==> src/rtl/cfgw_pkg.sv <==
// Package cfgw_pkg
// Shared widths and the per-index policy of the configuration window:
// which indices accept writes, which accept only one value, and the
// reset default of each index. Assumes an 8-bit index space.
package cfgw_pkg;

    localparam int BYTE_W   = 8;
    localparam int IDX_W    = 8;
    localparam int NUM_REGS = 1 << IDX_W;

    typedef logic [BYTE_W-1:0] byte_t;
    typedef logic [IDX_W-1:0]  idx_t;

    // True when an index may be written at all (value locks applied separately).
    function automatic logic idx_open(input idx_t idx);
        logic ok;
        case (idx) inside
            8'hE0, 8'hE1, 8'hE2, 8'hE3, 8'hE6: ok = 1'b1;
            8'hE7, 8'hE8:                      ok = 1'b1;
            [8'hEE:8'hF2]:                     ok = 1'b1;
            8'hF4, 8'hF6, 8'hF8, 8'hFC:        ok = 1'b1;
            default:                           ok = 1'b0;
        endcase
        return ok;
    endfunction

    // True when an index accepts only a single fixed value.
    function automatic logic idx_locked(input idx_t idx);
        return (idx == 8'hE7) || (idx == 8'hE8);
    endfunction

    // The only value a locked index accepts.
    function automatic byte_t lock_value(input idx_t idx);
        return (idx == 8'hE7) ? 8'hFE : 8'hBE;
    endfunction

    // Reset default of each index.
    function automatic byte_t reset_byte(input idx_t idx);
        byte_t v;
        case (idx)
            8'hE0:   v = 8'h3C;
            8'hE2:   v = 8'h03;
            8'hE3:   v = 8'hFC;
            8'hE6:   v = 8'hDE;
            8'hE7:   v = 8'hFE;
            8'hE8:   v = 8'hBE;
            default: v = 8'h00;
        endcase
        return v;
    endfunction

endpackage

==> src/rtl/cfgw_enable_gate.sv <==
// Module cfgw_enable_gate
// Holds the window enable flag. It watches byte writes into the external
// bridge configuration space and copies one bit of the byte written to one
// offset. Assumes at most one bridge byte write per cycle.
module cfgw_enable_gate #(
    parameter int          OFS_W   = 8,
    parameter logic [7:0]  EN_OFS  = 8'h85,
    parameter int          EN_BIT  = 1
) (
    input  logic                     clk,
    input  logic                     rst_n,
    input  logic                     wr_en,
    input  logic [OFS_W-1:0]         wr_addr,
    input  logic [cfgw_pkg::BYTE_W-1:0] wr_data,
    output logic                     win_en
);
    localparam logic [OFS_W-1:0] MATCH_OFS = OFS_W'(EN_OFS);

    logic hit;
    logic unused_bridge_bits;

    // Detect a write to the enable offset.
    always_comb hit = wr_en && (wr_addr == MATCH_OFS);

    // Other bits of the byte are not this block's concern.
    assign unused_bridge_bits = ^wr_data;

    // Track the enable bit; closed after reset.
    always_ff @(posedge clk) begin
        if (!rst_n) begin
            win_en <= 1'b0;
        end else if (hit) begin
            win_en <= wr_data[EN_BIT];
        end
    end

endmodule

==> src/rtl/cfgw_port_decode.sv <==
// Module cfgw_port_decode
// Decodes one-byte I/O accesses against the two-port window and keeps the
// current index. Assumes the base address is even so that the index port
// and data port differ only in bit 0. Nothing is decoded while closed.
module cfgw_port_decode #(
    parameter int                ADDR_W  = 16,
    parameter logic [15:0]       IO_BASE = 16'h03F0
) (
    input  logic                        clk,
    input  logic                        rst_n,
    input  logic                        win_en,
    input  logic                        io_wr,
    input  logic                        io_rd,
    input  logic [ADDR_W-1:0]           io_addr,
    input  logic [cfgw_pkg::BYTE_W-1:0] io_wdata,
    output logic [cfgw_pkg::IDX_W-1:0]  cur_idx,
    output logic                        data_wr,
    output logic                        rd_hit
);
    localparam logic [ADDR_W-1:0] INDEX_ADDR = ADDR_W'(IO_BASE);
    localparam logic [ADDR_W-1:0] DATA_ADDR  = ADDR_W'(IO_BASE) + ADDR_W'(1);

    logic at_index;
    logic at_data;
    logic index_wr;

    // Address match for the two ports.
    always_comb begin
        at_index = (io_addr == INDEX_ADDR);
        at_data  = (io_addr == DATA_ADDR);
    end

    // Qualified strobes; all gated by the window enable.
    always_comb begin
        index_wr = win_en && io_wr && at_index;
        data_wr  = win_en && io_wr && at_data;
        rd_hit   = win_en && io_rd && (at_index || at_data);
    end

    // Current index register; loaded only by index-port writes.
    always_ff @(posedge clk) begin
        if (!rst_n) begin
            cur_idx <= '0;
        end else if (index_wr) begin
            cur_idx <= io_wdata[cfgw_pkg::IDX_W-1:0];
        end
    end

endmodule

==> src/rtl/cfgw_write_filter.sv <==
// Module cfgw_write_filter
// Combinational write permission for a data-port write: the index must be
// open for writing, and a value-locked index also needs its one exact value.
module cfgw_write_filter (
    input  logic [cfgw_pkg::IDX_W-1:0]  idx,
    input  logic [cfgw_pkg::BYTE_W-1:0] data,
    output logic                        allow
);
    import cfgw_pkg::*;

    logic open_ok;
    logic lock_ok;

    // Index-level permission.
    always_comb open_ok = idx_open(idx);

    // Value check for locked indices; unlocked indices pass.
    always_comb lock_ok = !idx_locked(idx) || (data == lock_value(idx));

    // Combined permission.
    always_comb allow = open_ok && lock_ok;

endmodule

==> src/rtl/cfgw_reg_bank.sv <==
// Module cfgw_reg_bank
// The 256-byte register store with per-index reset defaults, one write
// port and one combinational read port. Assumes the caller has already
// filtered the write enable.
module cfgw_reg_bank (
    input  logic                        clk,
    input  logic                        rst_n,
    input  logic                        we,
    input  logic [cfgw_pkg::IDX_W-1:0]  widx,
    input  logic [cfgw_pkg::BYTE_W-1:0] wdata,
    input  logic [cfgw_pkg::IDX_W-1:0]  ridx,
    output logic [cfgw_pkg::BYTE_W-1:0] rdata
);
    import cfgw_pkg::*;

    byte_t regs [NUM_REGS];

    // Load defaults on reset, else apply the single permitted write.
    always_ff @(posedge clk) begin
        if (!rst_n) begin
            for (int i = 0; i < NUM_REGS; i++) begin
                regs[i] <= reset_byte(idx_t'(i));
            end
        end else if (we) begin
            regs[widx] <= wdata;
        end
    end

    // Read the selected byte.
    always_comb rdata = regs[ridx];

endmodule

==> src/rtl/cfg_window.sv <==
// Module cfg_window
// Two-port indexed configuration window: index port at IO_BASE, data port
// at IO_BASE+1, 256 byte registers with per-index write filtering, the
// whole window gated by a bit of an external bridge configuration byte.
// Assumes single-byte accesses and at most one access per cycle.
module cfg_window #(
    parameter int          ADDR_W        = 16,
    parameter logic [15:0] IO_BASE       = 16'h03F0,
    parameter int          BR_OFS_W      = 8,
    parameter logic [7:0]  BR_EN_OFS     = 8'h85,
    parameter int          BR_EN_BIT     = 1
) (
    input  logic                 clk,
    input  logic                 rst_n,
    input  logic                 bridge_wr_en,
    input  logic [BR_OFS_W-1:0]  bridge_wr_addr,
    input  logic [7:0]           bridge_wr_data,
    input  logic                 io_wr,
    input  logic                 io_rd,
    input  logic [ADDR_W-1:0]    io_addr,
    input  logic [7:0]           io_wdata,
    output logic [7:0]           io_rdata
);
    import cfgw_pkg::*;

    localparam byte_t IDLE_BYTE = {BYTE_W{1'b1}};

    logic  win_en;
    idx_t  cur_idx;
    logic  data_wr;
    logic  rd_hit;
    logic  allow;
    logic  bank_we;
    byte_t sel_byte;

    cfgw_enable_gate #(
        .OFS_W  (BR_OFS_W),
        .EN_OFS (BR_EN_OFS),
        .EN_BIT (BR_EN_BIT)
    ) u_gate (
        .clk     (clk),
        .rst_n   (rst_n),
        .wr_en   (bridge_wr_en),
        .wr_addr (bridge_wr_addr),
        .wr_data (bridge_wr_data),
        .win_en  (win_en)
    );

    cfgw_port_decode #(
        .ADDR_W  (ADDR_W),
        .IO_BASE (IO_BASE)
    ) u_decode (
        .clk      (clk),
        .rst_n    (rst_n),
        .win_en   (win_en),
        .io_wr    (io_wr),
        .io_rd    (io_rd),
        .io_addr  (io_addr),
        .io_wdata (io_wdata),
        .cur_idx  (cur_idx),
        .data_wr  (data_wr),
        .rd_hit   (rd_hit)
    );

    cfgw_write_filter u_filter (
        .idx   (cur_idx),
        .data  (io_wdata),
        .allow (allow)
    );

    // Only permitted data-port writes reach the store.
    always_comb bank_we = data_wr && allow;

    cfgw_reg_bank u_bank (
        .clk   (clk),
        .rst_n (rst_n),
        .we    (bank_we),
        .widx  (cur_idx),
        .wdata (io_wdata),
        .ridx  (cur_idx),
        .rdata (sel_byte)
    );

    // Drive read data; all ones when no decoded read is in progress.
    always_comb io_rdata = rd_hit ? sel_byte : IDLE_BYTE;

endmodule

==> config.mk <==
export PLATFORM = sky130hd
export DESIGN_NAME = cfg_window
export DESIGN_NICKNAME = d
export VERILOG_FILES = /design/src/rtl/cfgw_pkg.sv /design/src/rtl/cfgw_enable_gate.sv /design/src/rtl/cfgw_port_decode.sv /design/src/rtl/cfgw_write_filter.sv /design/src/rtl/cfgw_reg_bank.sv /design/src/rtl/cfg_window.sv
export SDC_FILE = /design/constraint.sdc
export NUM_CORES = 2
export LEC_CHECK = 0
export ABC_AREA = 1
export BUFFER_PORTS_ARGS = -buffer_cell sky130_fd_sc_hd__buf_2
export CAP_MARGIN = 20
export CORE_MARGIN = 3
export CORE_UTILIZATION = 45
export CTS_CLUSTER_SIZE = 24
export DETAILED_ROUTE_END_ITERATION = 7
export GPL_ROUTABILITY_DRIVEN = 0
export GPL_TIMING_DRIVEN = 0
export PLACE_DENSITY = 0.66
export REMOVE_ABC_BUFFERS = 1
export SLEW_MARGIN = 20
export SYNTH_ARGS = -nofsm -noshare
export SYNTH_HDL_FRONTEND = slang
export SYNTH_SLANG_ARGS = --single-unit
==> constraint.sdc <==
create_clock -name clk -period 2.8 [get_ports clk]
set_input_delay 0.84 -clock clk [delete_from_list [all_inputs] [get_ports clk]]
set_output_delay 0.84 -clock clk [all_outputs]
set_load 0.02 [all_outputs]
-- After elaboration in Yosys (flattened, before gate mapping)
Memory sizes are Yosys's and may differ from the RTL's. A register that Yosys moved wholly into a read port is not among the register bits.
Cells that the tools add are included.
- flip-flop bits (word level): 9
- input bits: 45
- logic and storage cells: 59
- RAM bits: 2048
- memories: 1
- memory list (name ; words ; bits a word ; rd ports ; clocked after Yosys merged registers in ; write ports ; line ; source):
    u_bank.regs ; 256 ; 8 ; 1 ; 1 ; 256 ; cfgw_reg_bank.sv:16 ; byte_t regs [NUM_REGS];
- eq/ne operators: 15
- magnitude comparators: 2
- muxes and demuxes: 22
- reduce and logical (&&, ||, !) cells: 17
- operators by type and width (operator ; count):
    $eq 8x8->1 const B ; 12
    $mux 8 ; 12
    $eq 16x10->1 const B ; 2
    $logic_and 1x1->1 ; 9
    $mux 1 ; 9
    $eq 8x8->1 ; 1
    $ge 8x8->1 const B ; 1
    $le 8x8->1 const B ; 1
    $reduce_or 8->1 ; 1
    $mux 7 ; 1
    $reduce_or 5->1 ; 1
    $reduce_or 4->1 ; 1
    $logic_or 1x1->1 ; 3
    $reduce_or 2->1 ; 1
    $logic_not 1->1 ; 1

-- Depth between registers and ports, before layout
- depth in word-level cells: 13
- depth in mapped cells: 15
- depth with buffers taken out: 11

-- Modules after synthesis
Synthesis repeated with hierarchy kept, for this count alone.
- cells, all modules: 9728
- area, all modules: 93729.9 um^2
- by module, submodules not included (module ; cells an instance ; instances ; seq. area each (um^2) ; area each (um^2)):
    cfgw_reg_bank ; 9557 ; 1 ; 61499.0 ; 92804.0
    cfgw_port_decode ; 89 ; 1 ; 160.2 ; 549.3
    cfgw_write_filter ; 41 ; 1 ; 0.0 ; 193.9
    cfgw_enable_gate ; 22 ; 1 ; 20.0 ; 110.1
    cfg_window ; 19 ; 1 ; 0.0 ; 72.6

-- Worst setup path after synthesis
Ideal clock, no wire load.
- path kind: input-to-output
- from: in io_addr[11]
- to: out io_rdata[0]
- buffers on the path: 0
- slack: -0.111 ns
- stages on the path: 4
- data arrival time: 2.071 ns
- data required time: 1.960 ns
- cells stage by stage: nor3_1 > nand4_1 > nor4_1 > nand2_1
- word-level cells in the longest chain between the ends: 4
- elaborated cells between the ends (all ways): 5
- those cells by class: 2 x eq/ne; 1 x mux; 2 x reduce/logical
- RTL lines (element ; line ; source):
    start, declared ; cfg_window.sv:20 ; input logic [ADDR_W-1:0] io_addr,
    $eq 16x10->1, on equally long branches ; cfgw_port_decode.sv:29, cfgw_port_decode.sv:30 ;
    $logic_or 1x1->1 (*) ; cfgw_port_decode.sv:37 ; rd_hit = win_en && io_rd && (at_index || at_data);
    $logic_and 1x1->1 (*) ; cfgw_port_decode.sv:37 ;
    $mux 8 (*) ; cfg_window.sv:85 ; always_comb io_rdata = rd_hit ? sel_byte : IDLE_BYTE;
    end, declared ; cfg_window.sv:22 ; output logic [7:0] io_rdata
Mark *: on every way between the ends. The rest lies on a longest branch, timed or not.

==> metrics.cfg <==
[route]
ant_nets=0
drt-total-wl_mm=214.6
dr.pass1.iters=6
vias=56720
drc=0
wl_per_cell_um=18.36
drt-initial-drc-count=5405
via_per_inst=4.851

[placed_design]
port_buffers=45
dp.cells=11150
dp_hpwl_mm=110.5
placed_cell_area_mm2=0.09393

[clocking]
htree_levels=4
path_clk_slew_ns=0.06
cts_root_buf=clkbuf_16
tritoncts=yes
cts.sinks=2065
clk_latency_ns=0.84
cts_buffer_depth=3
cts_buffers=202

[worst_setup_path]
cp-end-kind=output pin
cp-start-kind=flip-flop
worst-setup-path-type=flip-flop to output pin
worstPathRequired_ns=1.96
arrival_ns=3.46
crit_fanout=8

[logic_synthesis]
netlist_instances=7142
ys_ff_latch=2065
ys_seq_area_share_pct=73.84
yosysUniqueCellTypes=24
syn_area_mm2=0.08375
syn_avg_cell_area_um2=11.73
yosys_warnings=0

[sta]
max_freq_mhz=232.7
fin_worst_skew_ns=0.02769
period_share_pct=153.5
slew_violations=0
finalHoldViolCount=0
relSlewSlack_pct=26.00
tns_ns=-11.56
setup_viol=8
rsz0062_at_grt=true
setup_ws_ns=-1.498
timing.hold.ws_ns=0.3094
worst_pin_slew_ns=1.106
period_minus_slack_ns=4.298

[global_routing]
grt_start_max_net_pins=91
grt-ovfl-total=0
grt_pass1_wl_mm=322.9
grtUsageTotal_pct=22.03
grt_pass1_vias=55970
antenna_found_initial=2

[floorplanning]
die_h_um=437.4
core_area_mm2=0.1841
num_rows=157
start_util_pct=45.50
dieArea_mm2=0.1913
ioPinCount=53
die_x_um=437.4

[cells_and_area]
stdcell_count=11690
nFillCells=14750
stdcell_area_mm2=0.1060
syn_to_final_growth_pct=26.54
drive_gt1_share_pct=10.04
diodes=0
nets=9106

[power]
p_leak_nw=43.25
ir_worst_vdd_uv=714.2
power_density_mw_per_mm2=618.3
power_mw=65.52

[min_path]
hold_class=input port to flip-flop

[run]
cap_violations=0

[run_status]
violations=negative setup slack
outcome=finished with violations

## cell usage in the layout, fill, tap and decap left out, drive strengths merged
cell and n:
clkbuf 265, edfxtp 2048, nand2 2104, bufbuf 42, clkinv 96, o31ai 1, buf 214, clkinvlp 4
nor3 3, nand3 2046, nor2 112, a21oi 11, o221ai 1, inv 290, nand4 16, o21ai 11
nor4 3, conb 1936, dfxtp 17, bufinv 9
## cell type report
class	count	area, um^2	area share, %
inverter	275	1110	1.047
timing repair inverter	7	61.31	0.05785
tap	2464	3083	2.909
clock inverter	117	893.4	0.8430
timing repair buffer	266	5420	5.115
clock buffer	255	5316	5.017
sequential	2065	61860	58.37
multi-input combinational	6244	28230	26.64
## where the power goes
group          switching, mW  internal (mW)  leakage [nW]  total (mW)
clock                   11.4           14.3          3.05        25.7
sequential             0.606           36.6          20.2        37.2
combinational           1.92          0.663          20.0        2.58
total                   14.0           51.6          43.3        65.5
## critical path, cell delays in order (launching register included)
cell and delay (ns):
dfxtp_4 0.39, buf_16 0.13, buf_16 0.15, clkinv_16 0.09, buf_16 0.17, buf_16 0.17, buf_12 0.17, clkbuf_16 0.17
nand2_1 0.09, nand3_2 0.07, nand3_2 0.08, nand3_2 0.07, nand3_2 0.11, nand3_4 0.11, nand3_2 0.08, nand3_2 0.15
nand2_4 0.13, nand2_4 0.09, buf_6 0.15
## flip-flops by register name (all words and copies together), names as in the netlist, named ones only
signal and flops:
u_gate.win_en 1, u_bank.regs 2048, u_decode.cur_idx 8
## cell families (layout without fill, tap and decap cells)
| logic type | after synthesis | count (layout) | share of synthesized area (%) |
|---|---|---|---|
| AOI/OAI and AO/OA | 24 | 24 | 0.1554 |
| buffers and inverters | 767 | 920 | 3.607 |
| DFF | 2065 | 2065 | 73.84 |
| other | 2 | 1936 | 0.008968 |
| and+or+nand+nor | 4284 | 4284 | 22.39 |
## repair_timing
action	in CTS	in global routing
resized for setup	288	212
hold buffers	0	0
setup buffers	58	7
setup endpoints to repair	72	88
hold endpoints to repair	0	0
gates cloned	95	11
pin swaps	35	110
## path summary, 6_finish.rpt
path | from | end | slack, ns | cells after the start
setup / recovery | flip-flop | io_rdata[6] | -1.50 | 18
hold / removal | bridge_wr_data[1] | u_gate.win_en$_SDFFE_PN0P_ | 0.31 | 3
setup reg to reg | u_decode.cur_idx[1]$_SDFFE_PN0P_ | u_bank.regs[226][2]$_SDFFCE_PN0P_ | 0.16 | 10
hold reg to reg | u_gate.win_en$_SDFFE_PN0P_ | u_gate.win_en$_SDFFE_PN0P_ | 0.48 | 2
## stage by stage
| stage | utilization, % | worst slack [ns] |
|---|---|---|
| 3_3_place_gp | 50.16 | -148.82 |
| 2_1_floorplan | - | -59.19 |
| 6_report | 57.57 | -1.498 |
| 3_5_place_dp | 51.03 | -2.191 |
| 4_1_cts | 56.88 | -1.493 |
| 5_1_grt | 57.57 | -1.585 |
## synthesized netlist by cell type
cell type  number  area share [%]
buf_1          78            0.35
o31ai_1         1          0.0090
o21ai_1         1          0.0060
inv_1         268             1.2
nor2_2          2           0.015
nand3_2         6           0.072
a21oi_1        10           0.060
nand2_1      2104             9.4
buf_2         110            0.66
nor2_4          3           0.040
o221ai_1        1           0.010
a21oi_2         1           0.010
dfxtp_1        17            0.41
o21ai_0        10           0.060
nand4_1        16            0.12
nand3_1      2040              12
nor2_1        107            0.48
nor3_1          3           0.018
edfxtp_1     2048              73
buf_4           1          0.0090
nor4_1          3           0.022
inv_2           7           0.031
clkbuf_1      303             1.4
conb_1          2          0.0090
## layer usage
layer | part of all wire, % | GRT usage, % | routed length (um)
met2 | 50 | 38.04 | 108000
met3 | 6.3 | 2.915 | 13440
met5 | 0 | 0 | 0
met4 | 3.6 | 8.831 | 7785
met1 | 40 | 28.16 | 85380
Note: power is estimated with default switching activity, not from simulation.
